==> src/rtl/nclv_pkg.sv <==
package nclv_pkg;
  // one dual-rail pair: [1] = true rail, [0] = false rail
  typedef logic [1:0] rail_t;
endpackage

==> src/rtl/nclv_thgate.sv <==
module nclv_thgate #(
  parameter int NIN = 2,
  parameter int THR = 2,
  parameter int W0  = 1
) (
  input  logic           clk,
  input  logic           rst,
  input  logic [NIN-1:0] din,
  output logic           dout
);
  localparam int SW = $clog2(NIN + W0 + 1) + 1;

  logic [SW-1:0] wsum;

  // weighted count of asserted inputs; input 0 carries weight W0
  always_comb begin
    wsum = '0;
    for (int i = 0; i < NIN; i++) begin
      if (din[i]) wsum = wsum + ((i == 0) ? SW'(W0) : SW'(1));
    end
  end

  // hysteresis: set at threshold, clear only when every input is low
  always_ff @(posedge clk) begin
    if (rst)                   dout <= 1'b0;
    else if (wsum >= SW'(THR)) dout <= 1'b1;
    else if (wsum == '0)       dout <= 1'b0;
  end
endmodule

==> src/rtl/nclv_mux.sv <==
module nclv_mux
  import nclv_pkg::*;
(
  input  logic  clk,
  input  logic  rst,
  input  rail_t sel,
  input  rail_t x,
  input  rail_t y,
  output rail_t q
);
  for (genvar r = 0; r < 2; r++) begin : g_rail
    logic tx, ty;
    nclv_thgate #(.NIN(2), .THR(2), .W0(1)) u_tx (
      .clk(clk), .rst(rst), .din({x[r], sel[0]}), .dout(tx));
    nclv_thgate #(.NIN(2), .THR(2), .W0(1)) u_ty (
      .clk(clk), .rst(rst), .din({y[r], sel[1]}), .dout(ty));
    nclv_thgate #(.NIN(2), .THR(1), .W0(1)) u_or (
      .clk(clk), .rst(rst), .din({ty, tx}), .dout(q[r]));
  end
endmodule

==> src/rtl/nclv_fa.sv <==
module nclv_fa
  import nclv_pkg::*;
(
  input  logic  clk,
  input  logic  rst,
  input  rail_t a,
  input  rail_t b,
  input  rail_t ci,
  output rail_t s,
  output rail_t co
);
  // carry rails: 2-of-3 with hysteresis on each rail
  nclv_thgate #(.NIN(3), .THR(2), .W0(1)) u_co1 (
    .clk(clk), .rst(rst), .din({ci[1], b[1], a[1]}), .dout(co[1]));
  nclv_thgate #(.NIN(3), .THR(2), .W0(1)) u_co0 (
    .clk(clk), .rst(rst), .din({ci[0], b[0], a[0]}), .dout(co[0]));
  // sum rails: 3-of-4 with the opposite carry rail weighted 2
  nclv_thgate #(.NIN(4), .THR(3), .W0(2)) u_s1 (
    .clk(clk), .rst(rst), .din({ci[1], b[1], a[1], co[0]}), .dout(s[1]));
  nclv_thgate #(.NIN(4), .THR(3), .W0(2)) u_s0 (
    .clk(clk), .rst(rst), .din({ci[0], b[0], a[0], co[1]}), .dout(s[0]));
endmodule

==> src/rtl/nclv_out_stage.sv <==
module nclv_out_stage #(
  parameter int IW = 8,
  parameter int RW = 4
) (
  input  logic          clk,
  input  logic          rst,
  input  logic [IW-1:0] in_t,
  input  logic [IW-1:0] in_f,
  input  logic [RW-1:0] r_t,
  input  logic [RW-1:0] r_f,
  output logic [RW-1:0] q_t,
  output logic [RW-1:0] q_f,
  output logic          err
);
  logic in_data, in_null, r_data, r_null, in_bad;

  assign in_data = &(in_t ^ in_f);
  assign in_null = ~|(in_t | in_f);
  assign r_data  = &(r_t ^ r_f);
  assign r_null  = ~|(r_t | r_f);
  assign in_bad  = |(in_t & in_f);

  always_ff @(posedge clk) begin
    if (rst) begin
      q_t <= '0;
      q_f <= '0;
    end else if (in_data && r_data) begin
      q_t <= r_t;
      q_f <= r_f;
    end else if (in_null && r_null) begin
      q_t <= '0;
      q_f <= '0;
    end
  end

  always_ff @(posedge clk) begin
    if (rst) err <= 1'b0;
    else     err <= err | in_bad;
  end
endmodule

==> src/rtl/nclv_alu.sv <==
module nclv_alu
  import nclv_pkg::*;
#(
  parameter int WIDTH = 32
) (
  input  logic             clk,
  input  logic             rst,
  input  logic [WIDTH-1:0] opa_t,
  input  logic [WIDTH-1:0] opa_f,
  input  logic [WIDTH-1:0] opb_t,
  input  logic [WIDTH-1:0] opb_f,
  input  logic             sub_t,
  input  logic             sub_f,
  input  logic             lop_t,
  input  logic             lop_f,
  input  logic             rsel_t,
  input  logic             rsel_f,
  output logic [WIDTH-1:0] res_t,
  output logic [WIDTH-1:0] res_f,
  output logic             ovf_t,
  output logic             ovf_f,
  output logic             rail_err
);
  localparam int IW = 2 * WIDTH + 3;
  localparam int RW = WIDTH + 1;

  rail_t sub_p, lop_p, rsel_p;
  rail_t car_p [WIDTH+1];
  logic [WIDTH-1:0] rt, rf;

  assign sub_p    = {sub_t, sub_f};
  assign lop_p    = {lop_t, lop_f};
  assign rsel_p   = {rsel_t, rsel_f};
  assign car_p[0] = sub_p;   // plus-one for subtraction

  for (genvar i = 0; i < WIDTH; i++) begin : g_bit
    rail_t a_p, b_p, binv_p, bsel_p, sum_p, and_p, or_p, lg_p, res_p;
    logic  m00, m01, m10, m11;

    assign a_p    = {opa_t[i], opa_f[i]};
    assign b_p    = {opb_t[i], opb_f[i]};
    assign binv_p = {opb_f[i], opb_t[i]};   // inversion is a rail swap

    nclv_mux u_bsel (.clk(clk), .rst(rst), .sel(sub_p), .x(b_p), .y(binv_p), .q(bsel_p));

    nclv_fa u_fa (.clk(clk), .rst(rst), .a(a_p), .b(bsel_p), .ci(car_p[i]),
                  .s(sum_p), .co(car_p[i+1]));

    // minterms of the original operands
    nclv_thgate #(.NIN(2), .THR(2), .W0(1)) u_m00 (
      .clk(clk), .rst(rst), .din({b_p[0], a_p[0]}), .dout(m00));
    nclv_thgate #(.NIN(2), .THR(2), .W0(1)) u_m01 (
      .clk(clk), .rst(rst), .din({b_p[1], a_p[0]}), .dout(m01));
    nclv_thgate #(.NIN(2), .THR(2), .W0(1)) u_m10 (
      .clk(clk), .rst(rst), .din({b_p[0], a_p[1]}), .dout(m10));
    nclv_thgate #(.NIN(2), .THR(2), .W0(1)) u_m11 (
      .clk(clk), .rst(rst), .din({b_p[1], a_p[1]}), .dout(m11));

    assign and_p[1] = m11;
    nclv_thgate #(.NIN(3), .THR(1), .W0(1)) u_and0 (
      .clk(clk), .rst(rst), .din({m10, m01, m00}), .dout(and_p[0]));
    assign or_p[0] = m00;
    nclv_thgate #(.NIN(3), .THR(1), .W0(1)) u_or1 (
      .clk(clk), .rst(rst), .din({m10, m01, m11}), .dout(or_p[1]));

    nclv_mux u_lsel (.clk(clk), .rst(rst), .sel(lop_p), .x(and_p), .y(or_p), .q(lg_p));
    nclv_mux u_osel (.clk(clk), .rst(rst), .sel(rsel_p), .x(sum_p), .y(lg_p), .q(res_p));

    assign rt[i] = res_p[1];
    assign rf[i] = res_p[0];
  end

  logic [RW-1:0] q_t, q_f;

  nclv_out_stage #(.IW(IW), .RW(RW)) u_out (
    .clk (clk),
    .rst (rst),
    .in_t({opa_t, opb_t, sub_t, lop_t, rsel_t}),
    .in_f({opa_f, opb_f, sub_f, lop_f, rsel_f}),
    .r_t ({car_p[WIDTH][1], rt}),
    .r_f ({car_p[WIDTH][0], rf}),
    .q_t (q_t),
    .q_f (q_f),
    .err (rail_err)
  );

  assign res_t = q_t[WIDTH-1:0];
  assign res_f = q_f[WIDTH-1:0];
  assign ovf_t = q_t[WIDTH];
  assign ovf_f = q_f[WIDTH];
endmodule

==> config.mk <==
export PLATFORM = sky130hd
export DESIGN_NAME = nclv_alu
export DESIGN_NICKNAME = d
export VERILOG_FILES = /design/src/rtl/nclv_pkg.sv /design/src/rtl/nclv_thgate.sv /design/src/rtl/nclv_mux.sv /design/src/rtl/nclv_fa.sv /design/src/rtl/nclv_out_stage.sv /design/src/rtl/nclv_alu.sv
export SDC_FILE = /design/constraint.sdc
export NUM_CORES = 2
export LEC_CHECK = 0
export BUFFER_PORTS_ARGS = -buffer_cell sky130_fd_sc_hd__buf_2
export CORE_MARGIN = 2
export CORE_UTILIZATION = 40
export DETAILED_ROUTE_END_ITERATION = 10
export MAX_ROUTING_LAYER = met4
export PLACE_DENSITY = 0.58
export SLEW_MARGIN = 25
export SYNTH_ARGS = -nofsm -noshare
export SYNTH_HDL_FRONTEND = slang
export SYNTH_SLANG_ARGS = --single-unit
==> constraint.sdc <==
create_clock -name clk -period 6.75 [get_ports clk]
set_input_delay 1.6875 -clock clk [delete_from_list [all_inputs] [get_ports clk]]
set_output_delay 1.6875 -clock clk [all_outputs]
set_load 0.03 [all_outputs]
==> impl_metrics.toml <==
[route]
dr.pass1.iters = 5
vias = 40800
postRouteWirelength_um = 153000
drt.antenna.violating_nets = 0
drt_iter0_drc = 2366
route.detailed.drc = 0
wl_per_cell_um = 19.4
viasPerCell = 5.19

[timing]
maxSlewViolCount = 0
hold_viol = 0
slew_headroom = 0.279
finalSetupViolations = 0
clock_skew_ns = 0.0398
fin_crit_ns = 4.07
grt_setup_unrepaired = "no"
max_freq_mhz = 246
tns_ns = 0
tightest_slew_ns = 1.07
fin_crit_sh = 0.603

[layout]
layout.nets = 7208
final_cell_mix = "nor2_1 (1089), ha_1 (1063), dfxtp_1 (963), mux2i_1 (576), inv_1 (413)"
fillers = 13200
area_growth_syn_to_layout_pct = 12.9
final_common_cell = "nor2_1"
drive_above_1_share = 0.0954

[critical_path]
slowest_stage = "buf_4"
slowest_delay_ns = 0.54
cp-start-kind = "input pin"
crit_type = "in2reg"
path_common_cell = "nand4_1"
required_ns = 7.36
cp_top_family = "buffers and inverters"
endpoint_kind = "register"
crit_buf_inv = 3
crit_chain = "buf_4, inv_1, ha_1, nand4_1, nor4_1, nand4_1, o22ai_4, buf_12, o32ai_1"
crit_fanout = 54
worst_ep_arrival_time_ns = 4.67

[worst_hold_path]
hp-class = "reg2reg"

[clocking]
clk_latency_ns = 0.75
cts_hold_buf = 0
post_cts_buffers = 0
cts_root_buffer = "clkbuf_16"
post_cts_resized = 0
numCtsBuffers = 112
htree_levels = 3
cts.sinks = 963
cts_tree = "built"
clk_pin_slew_ns = 0.06
clockBufferDepth = 3

[die]
coreArea_um2 = 140000
die_x_um = 379
die_h_um = 379
rows = 137
die_area_um2 = 144000
initial_core_util = 0.403
io_pins = 203

[power]
power_leakage_nw = 29.2
ir_worst_vdd_mv = 0.207
finalPower_w = 0.0154
p_per_area_nw_per_um2 = 243

[global_route]
grt_antenna_before_repair = 9
grt_pass1_vias = 39300
grtUsageTotal = 0.217
grt_max_degree = 132
grt_pass1_wl_um = 234000
grt_overflow_total = 0

[yosys]
synthCells = 5672
syn_area_per_cell_um2 = 9.93
synth_seq_cells = 963
synth_cell_types = 37
ys_seq_area_frac = 0.342
syn_nets = 6999
synthesis.area_um2 = 56300
yosys_warnings = 0

[flow_run]
maxCapViolCount = 0

[placed_design]
dpl.hpwl_um = 114000
gp_congestion = 0.933
port_buffers = 202

[status]
status = "completed"
## cells in the mapped netlist
library cell | number | area, µm²
o22ai_1 | 7 | 43.8
nor4_1 | 28 | 175
o311ai_0 | 64 | 561
nand3_1 | 2 | 10.0
buf_6 | 5 | 56.3
nand4_1 | 62 | 388
o211ai_1 | 64 | 480
a211oi_1 | 56 | 420
mux2_2 | 103 | 1160
clkbuf_1 | 118 | 443
a311oi_1 | 40 | 350
buf_2 | 1 | 5.00
o221ai_1 | 3 | 26.3
nand2b_1 | 75 | 469
a2111oi_0 | 15 | 131
a31o_2 | 2 | 17.5
buf_4 | 4 | 30.0
o32ai_2 | 40 | 651
mux2i_1 | 576 | 5770
inv_1 | 413 | 1550
a22oi_1 | 15 | 113
ha_1 | 1063 | 13300
nor3_1 | 10 | 50.1
fa_1 | 128 | 2560
xnor2_1 | 1 | 8.76
a32oi_1 | 2 | 17.5
a21o_1 | 135 | 1010
o32ai_1 | 26 | 228
or2_1 | 1 | 6.26
nor2_1 | 1089 | 4090
a41oi_1 | 2 | 17.5
a21oi_1 | 114 | 571
o21ai_0 | 86 | 430
maj3_1 | 40 | 400
a31oi_1 | 112 | 701
dfxtp_1 | 963 | 19300
nand2_1 | 207 | 777
## cells by family after synthesis
family | share of synthesized area
buffers and inverters | 0.0370
xor gates and xnor gates | 0.000156
DFF | 0.342
and+or+nand+nor | 0.106
muxes | 0.123
AOI/OAI and AO/OA | 0.103
adders and majority gates | 0.289
## worst reg2reg max path, delay by kind of cell (launching register included)
kind | cells | cell delay [ns]
and+or+nand+nor | 3 | 1.10
buffers and inverters | 2 | 0.48
AOI/OAI and AO/OA | 2 | 0.74
DFF | 1 | 0.37
adders and majority gates | 1 | 0.39
## where the power goes
part / total (W) / switching (W) / internal, W
clock: 0.00671 / 0.00262 / 0.00409
combinational: 0.00247 / 0.00136 / 0.00112
sequential: 0.00625 / 0.000301 / 0.00594
## worst paths after layout
kind                                                      startpoint                                   end  slack [ns]  cells after the start
worst max-delay path                                           sub_t                         u_out.q_f[19]        2.68                      9
worst min-delay path            g_bit[20].u_osel.g_rail[0].u_ty.dout  g_bit[20].u_osel.g_rail[0].u_or.dout        0.45                      2
worst max register to register   g_bit[9].u_osel.g_rail[1].u_or.dout                         u_out.q_f[19]        3.55                      8
worst min register to register  g_bit[20].u_osel.g_rail[0].u_ty.dout  g_bit[20].u_osel.g_rail[0].u_or.dout        0.45                      2
## metrics by stage
stage	instances	instance area, µm²	hold slack (ns)	setup WS [ns]	utilization
finish	7858	63500	0.448	2.68	0.455
global route	7854	63500	0.466	2.73	0.455
CTS	7852	63500	0.446	2.81	0.455
detailed placement	7642	59400	0.454	2.03	0.426
global placement	7642	59400	0.448	2.08	0.426
floorplan	5672	56300	0.434	3.27	-
## routing by layer
metal,vias up,track usage,routed length [µm]
met5,-,-,0
met4,0,0.0603,4190
met3,206,0.0377,8880
met2,775,0.339,68100
met1,19400,0.290,71500
li1,20400,-,-
## sequential cells by signal (all words and copies together), names as in the netlist, 33 cells and up
signal and cells:
g_bit.u_bsel.g_rail.u_or.dout 64, g_bit.u_bsel.g_rail.u_tx.dout 64, g_bit.u_bsel.g_rail.u_ty.dout 64, g_bit.u_lsel.g_rail.u_or.dout 64, g_bit.u_lsel.g_rail.u_tx.dout 64, g_bit.u_lsel.g_rail.u_ty.dout 64, g_bit.u_osel.g_rail.u_or.dout 64, g_bit.u_osel.g_rail.u_tx.dout 64
g_bit.u_osel.g_rail.u_ty.dout 64, u_out.q_f 33, u_out.q_t 33
## cell type report
cell class	count	area [µm²]	area share
multi-input combinational	4168	34900	0.550
sequential	963	19300	0.303
clock buffer	146	3180	0.0501
tap	1876	2350	0.0369
inverter	413	1550	0.0244
timing repair buffer	223	1290	0.0204
clock inverter	64	920	0.0145
antenna	5	12.5	0.000197
Power figures use the tool's default switching activity.
